**src/rtl/irq_router_pkg.sv**
```systemverilog
package irq_router_pkg;

  localparam int unsigned BUS_W  = 32;
  localparam int unsigned ADDR_W = 12;

  localparam logic [ADDR_W-1:0] OFS_GLOBAL   = 12'h010;
  localparam logic [ADDR_W-1:0] OFS_PEND_SET = 12'h020;
  localparam logic [ADDR_W-1:0] OFS_PEND_CLR = 12'h024;
  localparam logic [ADDR_W-1:0] OFS_ENA_SET  = 12'h028;
  localparam logic [ADDR_W-1:0] OFS_ENA_CLR  = 12'h02C;
  localparam logic [ADDR_W-1:0] OFS_HOST_SET = 12'h034;
  localparam logic [ADDR_W-1:0] OFS_HOST_CLR = 12'h038;

  localparam logic [1:0] BANK_RAW  = 2'b00;
  localparam logic [1:0] BANK_STAT = 2'b01;
  localparam logic [1:0] BANK_ESET = 2'b10;
  localparam logic [1:0] BANK_ECLR = 2'b11;

  typedef struct packed {
    logic glob_we;
    logic pidx_set;
    logic pidx_clr;
    logic eidx_set;
    logic eidx_clr;
    logic hidx_set;
    logic hidx_clr;
    logic raw_set_we;
    logic stat_clr_we;
    logic ena_set_we;
    logic ena_clr_we;
    logic map_we;
  } wr_cmd_t;

  typedef enum logic [2:0] {
    RD_NONE,
    RD_GLOB,
    RD_RAW,
    RD_STAT,
    RD_ENA,
    RD_MAP
  } rd_sel_t;

endpackage

```
**src/rtl/irq_router_decode.sv**
```systemverilog
module irq_router_decode
  import irq_router_pkg::*;
(
  input  logic              bus_en,
  input  logic              bus_we,
  input  logic [ADDR_W-1:0] bus_addr,
  output wr_cmd_t           cmd,
  output rd_sel_t           rd_sel,
  output logic [4:0]        bm_word,
  output logic [7:0]        map_word
);

  logic       wr_go;
  logic       in_bank;
  logic       in_map;
  logic [1:0] bank_kind;

  assign wr_go     = bus_en & bus_we;
  assign in_bank   = (bus_addr[11:9] == 3'b001);
  assign in_map    = (bus_addr[11:10] == 2'b01);
  assign bank_kind = bus_addr[8:7];
  assign bm_word   = bus_addr[6:2];
  assign map_word  = bus_addr[9:2];

  always_comb begin
    cmd = '0;
    if (wr_go) begin
      cmd.glob_we     = (bus_addr == OFS_GLOBAL);
      cmd.pidx_set    = (bus_addr == OFS_PEND_SET);
      cmd.pidx_clr    = (bus_addr == OFS_PEND_CLR);
      cmd.eidx_set    = (bus_addr == OFS_ENA_SET);
      cmd.eidx_clr    = (bus_addr == OFS_ENA_CLR);
      cmd.hidx_set    = (bus_addr == OFS_HOST_SET);
      cmd.hidx_clr    = (bus_addr == OFS_HOST_CLR);
      cmd.raw_set_we  = in_bank && (bank_kind == BANK_RAW);
      cmd.stat_clr_we = in_bank && (bank_kind == BANK_STAT);
      cmd.ena_set_we  = in_bank && (bank_kind == BANK_ESET);
      cmd.ena_clr_we  = in_bank && (bank_kind == BANK_ECLR);
      cmd.map_we      = in_map;
    end
  end

  always_comb begin
    rd_sel = RD_NONE;
    if (in_bank) begin
      case (bank_kind)
        BANK_RAW:  rd_sel = RD_RAW;
        BANK_STAT: rd_sel = RD_STAT;
        default:   rd_sel = RD_ENA;
      endcase
    end else if (in_map) begin
      rd_sel = RD_MAP;
    end else if (bus_addr == OFS_GLOBAL) begin
      rd_sel = RD_GLOB;
    end
  end

endmodule

```
**src/rtl/irq_router_status.sv**
```systemverilog
module irq_router_status
  import irq_router_pkg::*;
#(
  parameter int unsigned N_SYS  = 64,
  parameter int unsigned N_HOST = 8
) (
  input  logic             clk,
  input  logic             rst_n,
  input  logic [N_SYS-1:0] irq_in,
  input  wr_cmd_t          cmd,
  input  logic [4:0]       bm_word,
  input  logic [BUS_W-1:0] wdata,
  output logic [N_SYS-1:0]  pend_q,
  output logic [N_SYS-1:0]  ena_q,
  output logic [N_HOST-1:0] hen_q,
  output logic              glob_q
);

  localparam int unsigned IDX_W  = (N_SYS > 1) ? $clog2(N_SYS) : 1;
  localparam int unsigned HIDX_W = (N_HOST > 1) ? $clog2(N_HOST) : 1;

  logic              sys_ok;
  logic              host_ok;
  logic [IDX_W-1:0]  sys_idx;
  logic [HIDX_W-1:0] host_idx;

  logic [N_SYS-1:0]  set_vec, clr_vec, ena_on, ena_off;
  logic [N_HOST-1:0] hen_on, hen_off;
  logic [N_SYS-1:0]  pend_nxt, ena_nxt;
  logic [N_HOST-1:0] hen_nxt;
  logic              glob_nxt;
  logic              unused_map_we;

  assign unused_map_we = cmd.map_we;
  assign sys_ok   = (wdata < BUS_W'(N_SYS));
  assign host_ok  = (wdata < BUS_W'(N_HOST));
  assign sys_idx  = wdata[IDX_W-1:0];
  assign host_idx = wdata[HIDX_W-1:0];

  for (genvar i = 0; i < N_SYS; i++) begin : g_sys
    localparam int unsigned WRD = i / 32;
    localparam int unsigned BIT = i % 32;
    logic idx_hit;
    logic map_hit;
    assign idx_hit    = sys_ok && (sys_idx == IDX_W'(i));
    assign map_hit    = (bm_word == 5'(WRD)) && wdata[BIT];
    assign set_vec[i] = irq_in[i] | (cmd.pidx_set & idx_hit) | (cmd.raw_set_we & map_hit);
    assign clr_vec[i] = (cmd.pidx_clr & idx_hit) | (cmd.stat_clr_we & map_hit);
    assign ena_on[i]  = (cmd.eidx_set & idx_hit) | (cmd.ena_set_we & map_hit);
    assign ena_off[i] = (cmd.eidx_clr & idx_hit) | (cmd.ena_clr_we & map_hit);
  end

  for (genvar h = 0; h < N_HOST; h++) begin : g_host
    logic h_hit;
    assign h_hit      = host_ok && (host_idx == HIDX_W'(h));
    assign hen_on[h]  = cmd.hidx_set & h_hit;
    assign hen_off[h] = cmd.hidx_clr & h_hit;
  end

  always_comb begin
    pend_nxt = (pend_q & ~clr_vec) | set_vec;
    ena_nxt  = (ena_q & ~ena_off) | ena_on;
    hen_nxt  = (hen_q & ~hen_off) | hen_on;
    glob_nxt = cmd.glob_we ? wdata[0] : glob_q;
  end

  always_ff @(posedge clk or negedge rst_n) begin
    if (!rst_n) begin
      pend_q <= '0;
      ena_q  <= '0;
      hen_q  <= '0;
      glob_q <= 1'b0;
    end else begin
      pend_q <= pend_nxt;
      ena_q  <= ena_nxt;
      hen_q  <= hen_nxt;
      glob_q <= glob_nxt;
    end
  end

  assert_pend_sticky_R2: assert property (@(posedge clk) disable iff (!rst_n)
    !(cmd.pidx_clr | cmd.stat_clr_we) |=> ((pend_q & $past(pend_q)) == $past(pend_q)));

  assert_input_capture_R2: assert property (@(posedge clk) disable iff (!rst_n)
    1'b1 |=> (($past(irq_in) & ~pend_q) == '0));

  assert_sys_idx_range_R10: assert property (@(posedge clk) disable iff (!rst_n)
    ((cmd.pidx_set | cmd.pidx_clr | cmd.eidx_set | cmd.eidx_clr)
      && (wdata >= BUS_W'(N_SYS)) && (irq_in == '0))
    |=> (pend_q == $past(pend_q)) && (ena_q == $past(ena_q)));

  assert_host_idx_range_R10: assert property (@(posedge clk) disable iff (!rst_n)
    ((cmd.hidx_set | cmd.hidx_clr) && (wdata >= BUS_W'(N_HOST)))
    |=> (hen_q == $past(hen_q)));

endmodule

```
**src/rtl/irq_router_route.sv**
```systemverilog
module irq_router_route
  import irq_router_pkg::*;
#(
  parameter int unsigned N_SYS  = 64,
  parameter int unsigned N_HOST = 8
) (
  input  logic              clk,
  input  logic              rst_n,
  input  logic              map_we,
  input  logic [7:0]        map_word,
  input  logic [BUS_W-1:0]  wdata,
  input  logic [N_SYS-1:0]  active,
  input  logic [N_HOST-1:0] hen_q,
  input  logic              glob_q,
  output logic [BUS_W-1:0]  map_rdata,
  output logic [N_HOST-1:0] host_irq
);

  localparam int unsigned CH_W = (N_HOST > 1) ? $clog2(N_HOST) : 1;

  logic [N_SYS*CH_W-1:0] map_flat;
  logic [N_HOST-1:0]     host_nxt;

  for (genvar i = 0; i < N_SYS; i++) begin : g_entry
    localparam int unsigned LANE = i % 4;
    localparam int unsigned WRD  = i / 4;
    logic [7:0]      lane_byte;
    logic            upd;
    logic [CH_W-1:0] ch_q, ch_nxt;

    assign lane_byte = wdata[8*LANE +: 8];
    assign upd       = map_we && (map_word == 8'(WRD))
                       && ({24'd0, lane_byte} < BUS_W'(N_HOST));
    assign ch_nxt    = upd ? lane_byte[CH_W-1:0] : ch_q;

    always_ff @(posedge clk or negedge rst_n) begin
      if (!rst_n) ch_q <= '0;
      else        ch_q <= ch_nxt;
    end

    assign map_flat[i*CH_W +: CH_W] = ch_q;
  end

  always_comb begin
    map_rdata = '0;
    for (int i = 0; i < N_SYS; i++) begin
      if (map_word == 8'(i / 4)) begin
        map_rdata[8*(i%4) +: 8] = 8'(map_flat[i*CH_W +: CH_W]);
      end
    end
  end

  for (genvar h = 0; h < N_HOST; h++) begin : g_out
    logic [N_SYS-1:0] sel;
    for (genvar i = 0; i < N_SYS; i++) begin : g_sel
      assign sel[i] = (map_flat[i*CH_W +: CH_W] == CH_W'(h));
    end
    assign host_nxt[h] = glob_q & hen_q[h] & (|(sel & active));
  end

  always_ff @(posedge clk or negedge rst_n) begin
    if (!rst_n) host_irq <= '0;
    else        host_irq <= host_nxt;
  end

  assert_global_gate_R6: assert property (@(posedge clk) disable iff (!rst_n)
    !glob_q |=> (host_irq == '0));

  assert_host_gate_R9: assert property (@(posedge clk) disable iff (!rst_n)
    1'b1 |=> ((host_irq & ~$past(hen_q)) == '0));

  assert_needs_source_R9: assert property (@(posedge clk) disable iff (!rst_n)
    (active == '0) |=> (host_irq == '0));

endmodule

```
**src/rtl/idx_irq_router.sv**
```systemverilog
module idx_irq_router
  import irq_router_pkg::*;
#(
  parameter int unsigned N_SYS  = 64,
  parameter int unsigned N_HOST = 8
) (
  input  logic              clk,
  input  logic              rst_n,
  input  logic [N_SYS-1:0]  irq_in,
  input  logic              bus_en,
  input  logic              bus_we,
  input  logic [11:0]       bus_addr,
  input  logic [31:0]       bus_wdata,
  output logic [31:0]       bus_rdata,
  output logic [N_HOST-1:0] host_irq
);

  localparam int unsigned NWORDS = (N_SYS + 31) / 32;
  localparam int unsigned PAD_W  = NWORDS * 32;

  logic [1:0]        rst_pipe;
  logic              rst_core_n;
  wr_cmd_t           cmd;
  rd_sel_t           rd_sel;
  logic [4:0]        bm_word;
  logic [7:0]        map_word;
  logic [N_SYS-1:0]  pend_q, ena_q;
  logic [N_HOST-1:0] hen_q;
  logic              glob_q;
  logic [BUS_W-1:0]  map_rdata;
  logic [PAD_W-1:0]  pend_pad, stat_pad, ena_pad;
  logic [BUS_W-1:0]  rd_nxt, rdata_q;
  logic              rd_go;

  always_ff @(posedge clk or negedge rst_n) begin
    if (!rst_n) rst_pipe <= '0;
    else        rst_pipe <= {rst_pipe[0], 1'b1};
  end
  assign rst_core_n = rst_pipe[1];

  irq_router_decode u_decode (
    .bus_en   (bus_en),
    .bus_we   (bus_we),
    .bus_addr (bus_addr),
    .cmd      (cmd),
    .rd_sel   (rd_sel),
    .bm_word  (bm_word),
    .map_word (map_word)
  );

  irq_router_status #(.N_SYS(N_SYS), .N_HOST(N_HOST)) u_status (
    .clk     (clk),
    .rst_n   (rst_core_n),
    .irq_in  (irq_in),
    .cmd     (cmd),
    .bm_word (bm_word),
    .wdata   (bus_wdata),
    .pend_q  (pend_q),
    .ena_q   (ena_q),
    .hen_q   (hen_q),
    .glob_q  (glob_q)
  );

  irq_router_route #(.N_SYS(N_SYS), .N_HOST(N_HOST)) u_route (
    .clk       (clk),
    .rst_n     (rst_core_n),
    .map_we    (cmd.map_we),
    .map_word  (map_word),
    .wdata     (bus_wdata),
    .active    (pend_q & ena_q),
    .hen_q     (hen_q),
    .glob_q    (glob_q),
    .map_rdata (map_rdata),
    .host_irq  (host_irq)
  );

  assign pend_pad = PAD_W'(pend_q);
  assign stat_pad = PAD_W'(pend_q & ena_q);
  assign ena_pad  = PAD_W'(ena_q);
  assign rd_go    = bus_en & ~bus_we;

  always_comb begin
    rd_nxt = '0;
    case (rd_sel)
      RD_GLOB: rd_nxt = {31'd0, glob_q};
      RD_MAP:  rd_nxt = map_rdata;
      RD_RAW, RD_STAT, RD_ENA: begin
        for (int w = 0; w < NWORDS; w++) begin
          if (bm_word == 5'(w)) begin
            if (rd_sel == RD_RAW)       rd_nxt = pend_pad[32*w +: 32];
            else if (rd_sel == RD_STAT) rd_nxt = stat_pad[32*w +: 32];
            else                        rd_nxt = ena_pad[32*w +: 32];
          end
        end
      end
      default: rd_nxt = '0;
    endcase
  end

  always_ff @(posedge clk or negedge rst_core_n) begin
    if (!rst_core_n)  rdata_q <= '0;
    else if (rd_go)   rdata_q <= rd_nxt;
  end
  assign bus_rdata = rdata_q;

endmodule

```
**config.mk**
```make
export PLATFORM = sky130hd
export DESIGN_NAME = idx_irq_router
export DESIGN_NICKNAME = d
export VERILOG_FILES = /design/src/rtl/irq_router_pkg.sv /design/src/rtl/irq_router_decode.sv /design/src/rtl/irq_router_status.sv /design/src/rtl/irq_router_route.sv /design/src/rtl/idx_irq_router.sv
export SDC_FILE = /design/constraint.sdc
export NUM_CORES = 1
export LEC_CHECK = 0
export CAP_MARGIN = 10
export CELL_PAD_IN_SITES_DETAIL_PLACEMENT = 1
export CELL_PAD_IN_SITES_GLOBAL_PLACEMENT = 2
export CORE_ASPECT_RATIO = 0.5
export CORE_MARGIN = 8
export CORE_UTILIZATION = 30
export DETAILED_ROUTE_END_ITERATION = 7
export MAX_ROUTING_LAYER = met4
export PLACE_DENSITY = 0.67
export SLEW_MARGIN = 15
export SYNTH_ARGS = -nofsm -noshare
export SYNTH_HDL_FRONTEND = slang
export SYNTH_SLANG_ARGS = --single-unit
```
**constraint.sdc**
```tcl
create_clock -name clk -period 13.4 [get_ports clk]
set_input_delay 2.01 -clock clk [delete_from_list [all_inputs] [get_ports clk]]
set_output_delay 2.01 -clock clk [all_outputs]
set_load 0.02 [all_outputs]
```
==> tab_implementation.tex <==
\begin{tabular}{lr}
\hline
Metric & Value \\
\hline
\multicolumn{2}{l}{\textbf{Status}} \\
Run status & finished clean \\
\multicolumn{2}{l}{\textbf{Detailed routing}} \\
Initial detailed-routing violation count & 5179 \\
Number of design rule violations left after detail routing & 0 \\
Remaining number of nets flagged by the antenna check after routing & 0 \\
Per-cell routed wire length & 49.0 um \\
Drt total wl & 197 mm \\
Vias after detailed routing & 28800 \\
Initial DRT Pass Iterations & 8 \\
Ratio of routed vias to standard cells & 7.16 \\
\multicolumn{2}{l}{\textbf{Worst setup path}} \\
Endpoint kind of the worst setup timing path & register \\
Arrival time at the worst endpoint & 6530 ps \\
Startpoint class of the critical path & input port \\
Stage delay of the slowest cell on the critical path & 1050 ps \\
Data required time at the worst endpoint & 13870 ps \\
Peak fanout along the critical path & 19 \\
Kind of cell adding the most delay to the critical path & simple AND/OR/NAND/NOR gates \\
Crit. path cell count & 8 \\
Cells along the critical path & clkdlybuf4s50\_1 > buf\_4 > or4b\_4 > nor3\_4 > nand2\_2 > or4\_1 > o211ai\_1 > o211ai\_2 \\
Worst setup path class & in2reg \\
Crit-path slowest cell & sky130\_fd\_sc\_hd\_\_nor3\_4 \\
Number of buffers and inverters on the critical path & 2 \\
Reg2Reg Depth & 7 \\
\multicolumn{2}{l}{\textbf{Synth}} \\
Post-synthesis async set-or-reset flop share & 100\% \\
Top area cells in the synthesized netlist & sky130\_fd\_sc\_hd\_\_dfrtp\_1, sky130\_fd\_sc\_hd\_\_nand2\_1, sky130\_fd\_sc\_hd\_\_o21ai\_0 \\
Most repeated cell in the gate-level netlist after synthesis & sky130\_fd\_sc\_hd\_\_nand2\_1 \\
Post-synthesis area per instance & 8.42 um2 \\
Net Count, Synth & 2959 \\
Number of cells produced by synthesis & 2847 \\
Post-synthesis sequential element count & 371 \\
Number of synthesized flops with an enable pin & 0 \\
Share of the yosys chip area belonging to registers & 38.7\% \\
Number of distinct library cells after synthesis & 80 \\
Total standard cell area after synthesis & 24000 um2 \\
Number of synthesis warnings & 0 \\
Commonest cells post-synth & sky130\_fd\_sc\_hd\_\_nand2\_1, sky130\_fd\_sc\_hd\_\_dfrtp\_1, sky130\_fd\_sc\_hd\_\_o21ai\_0 \\
Most area-hungry cell type in the Yosys netlist & sky130\_fd\_sc\_hd\_\_dfrtp\_1 \\
Prevailing post-synth register cell & sky130\_fd\_sc\_hd\_\_dfrtp\_1 \\
Synth top area share & 38.7\% \\
\multicolumn{2}{l}{\textbf{STA}} \\
Period minus WS final & 6060 ps \\
Final clock skew & 31.5 ps \\
Final sum of negative setup slack & 0 ps \\
Number of pins with negative max-slew slack in the final report & 0 \\
Tcrit/Tclk final & 45.2\% \\
Setup repair after global routing missed its margin & false \\
Achievable frequency & 165 MHz \\
Worst slew margin relative to its limit & 8.16\% \\
Transition time at the pin with the least slew margin & 1370 ps \\
Final Hold Vio Count & 0 \\
Endpoints failing setup & 0 \\
\multicolumn{2}{l}{\textbf{Power and ir drop}} \\
Seq pwr share & 44.8\% \\
Leakage power & 10.5 nW \\
Combinational share of power & 8.2\% \\
Worst vdd ir & 80.4 uV \\
Power density over the cells & 89.8 nW/um2 \\
Net switching share of the total power & 28.4\% \\
P\_int & 1.81 mW \\
Clock share of power & 47.0\% \\
Switching component of the power & 0.717 mW \\
\multicolumn{2}{l}{\textbf{Clocking}} \\
CTS Buffer Depth & 3 \\
Clock transition at the registers of the reported paths & 70 ps \\
Hold buffer count at CTS & 0 \\
Root buffer selected by CTS & sky130\_fd\_sc\_hd\_\_clkbuf\_16 \\
Clock latency at the later pin of the worst-skew pair & 630 ps \\
Total of cells resized after clock tree synthesis & 0 \\
H-Tree Depth & 2 \\
Number of buffers inserted during clock tree synthesis & 39 \\
Total number of clock tree sinks & 371 \\
CTS tree & done \\
Number of post-CTS setup repair buffers & 0 \\
\multicolumn{2}{l}{\textbf{Cells and area}} \\
Share of final-layout standard cells stronger than drive strength 1 & 9.74\% \\
Number of nets in the final layout & 3039 \\
Area Growth Syn to Fin & 17.2\% \\
Cell area after layout & 28100 um2 \\
Area used by sequential logic in the layout & 9290 um2 \\
Area of combinational cells with multiple inputs & 13600 um2 \\
Filler-free cell count of the finished design & 4025 \\
Filler instances & 9276 \\
\multicolumn{2}{l}{\textbf{GRT}} \\
Pin count of the biggest net entering global routing & 76 \\
Initial antenna violation count & 20 \\
Vias in the first global route & 27200 \\
Global-route wire length before repair & 258 mm \\
Total GRT Usage & 43.2\% \\
Global route total overflow & 0 \\
\multicolumn{2}{l}{\textbf{Floorplanning}} \\
Core Region & 79300 um2 \\
Floorplan row count & 73 \\
Height of the die & 216 um \\
Number of top-level pins & 152 \\
X dimension of the die & 416 um \\
Area of the die & 89800 um2 \\
Effective utilization at floorplan & 30.2\% \\
\multicolumn{2}{l}{\textbf{Placement}} \\
Placed wire-length estimate after detailed placement & 158 mm \\
Number of buffers inserted by port buffering & 151 \\
Area after detailed placement & 26700 um2 \\
Global placer's final weighted congestion & 1.17 \\
Number of cells in the design after placement & 3936 \\
\multicolumn{2}{l}{\textbf{Hold path}} \\
Worst hold stages & 0 \\
Path type of the worst min-delay path & reg2reg \\
\multicolumn{2}{l}{\textbf{Run}} \\
Number of maximum-capacitance violations & 0 \\
\hline
\end{tabular}
## routing by layer
metal / routed length, um / vias to the layer above / global-route usage (%)
met2: 71300 / 2313 / 52.5
li1: - / 11100 / -
met1: 84000 / 15000 / 58.5
met5: 0 / - / -
met3: 34000 / 383 / 24.7
met4: 8060 / 0 / 14.2
## cells in the final DEF, fill, tap and decap left out, types with 9 or more instances in the layout
cell / n
sky130_fd_sc_hd__inv_1: 97
sky130_fd_sc_hd__a221o_1: 67
sky130_fd_sc_hd__clkbuf_16: 39
sky130_fd_sc_hd__nor4_1: 53
sky130_fd_sc_hd__nand4_1: 11
sky130_fd_sc_hd__nand3b_1: 59
sky130_fd_sc_hd__a21oi_1: 133
sky130_fd_sc_hd__o21ai_0: 218
sky130_fd_sc_hd__o211ai_2: 20
sky130_fd_sc_hd__a22oi_1: 11
sky130_fd_sc_hd__a22o_1: 11
sky130_fd_sc_hd__or4_1: 13
sky130_fd_sc_hd__clkinv_2: 10
sky130_fd_sc_hd__o311ai_0: 33
sky130_fd_sc_hd__diode_2: 17
sky130_fd_sc_hd__o211ai_1: 82
sky130_fd_sc_hd__buf_4: 96
sky130_fd_sc_hd__nand3_1: 91
sky130_fd_sc_hd__nor2_1: 119
sky130_fd_sc_hd__or2_2: 9
sky130_fd_sc_hd__mux2_2: 44
sky130_fd_sc_hd__a21o_1: 23
sky130_fd_sc_hd__a311oi_1: 11
sky130_fd_sc_hd__a211oi_1: 32
sky130_fd_sc_hd__nand2b_1: 88
sky130_fd_sc_hd__nor3_1: 131
sky130_fd_sc_hd__o22ai_1: 122
sky130_fd_sc_hd__mux2i_1: 26
sky130_fd_sc_hd__clkdlybuf4s50_1: 149
sky130_fd_sc_hd__nand2_1: 445
sky130_fd_sc_hd__o221ai_1: 70
sky130_fd_sc_hd__o32ai_1: 70
sky130_fd_sc_hd__dfrtp_1: 370
sky130_fd_sc_hd__nor3b_1: 15
sky130_fd_sc_hd__mux4_2: 10
sky130_fd_sc_hd__a221oi_1: 34
## registers in the layout (all words and copies together) (netlist names)
register	cells
bus_rdata	32
rst_pipe	2
u_route.g_entry.ch_q	192
u_route.host_irq	8
u_status.ena_q	64
u_status.glob_q	1
u_status.hen_q	8
u_status.pend_q	64
## path summary, 6_finish.rpt
| path | from | to | slack, ps |
|---|---|---|---|
| worst min register to register | rst_pipe[0] | rst_pipe[1] | 360 |
| max in group asynchronous | rst_pipe[1] | u_route.g_entry[49].ch_q[1] | 9860 |
| worst max-delay path | bus_addr[7] | u_status.pend_q[15] | 7340 |
| worst min-delay path | rst_pipe[0] | rst_pipe[1] | 360 |
| worst max register to register | u_route.g_entry[17].ch_q[1] | u_route.host_irq[1] | 9670 |
| min in group asynchronous | rst_pipe[1] | u_status.pend_q[41] | 410 |
## power by group through the flow
stage / Combinational [mW] / Sequential [mW] / Clock (mW)
floorplan: 0.0768 / 1.16 / 0
global placement: 0.197 / 1.15 / 0
detailed placement: 0.198 / 1.15 / 0
CTS: 0.199 / 1.13 / 1.19
global route: 0.211 / 1.13 / 1.23
finish: 0.206 / 1.13 / 1.19
## cell type report
class,instances,share of cell area (%)
inverters,97,1.30
well taps,1050,4.68
flip-flops and latches,371,33.1
clock buffers,52,3.93
repair buffers,246,7.89
diodes,17,0.151
clock inverters,20,0.739
multi-input cells,2172,48.3
## metrics by stage
stage / utilization, % / setup slack [ps] / power (mW) / hold WS [ps]
CTS: 35.4 / 7610 / 2.52 / 361
finish: 35.4 / 7340 / 2.52 / 362
global placement: 33.7 / 7000 / 1.35 / 343
global route: 35.4 / 7380 / 2.57 / 376
floorplan: - / 2290 / 1.24 / 331
detailed placement: 33.7 / 6980 / 1.35 / 346
## logic make-up (layout without fill, tap and decap cells)
kind of cell,count (synthesis),in the layout,synth area share (%)
AOI/OAI and AO/OA,992,992,29.4
buffers and inverters,304,415,5.14
DFF,371,371,38.7
muxes,80,80,4.09
other,1,18,0.0156
and+or+nand+nor,1099,1099,22.7
No activity file was read; power rests on OpenSTA's default activity.
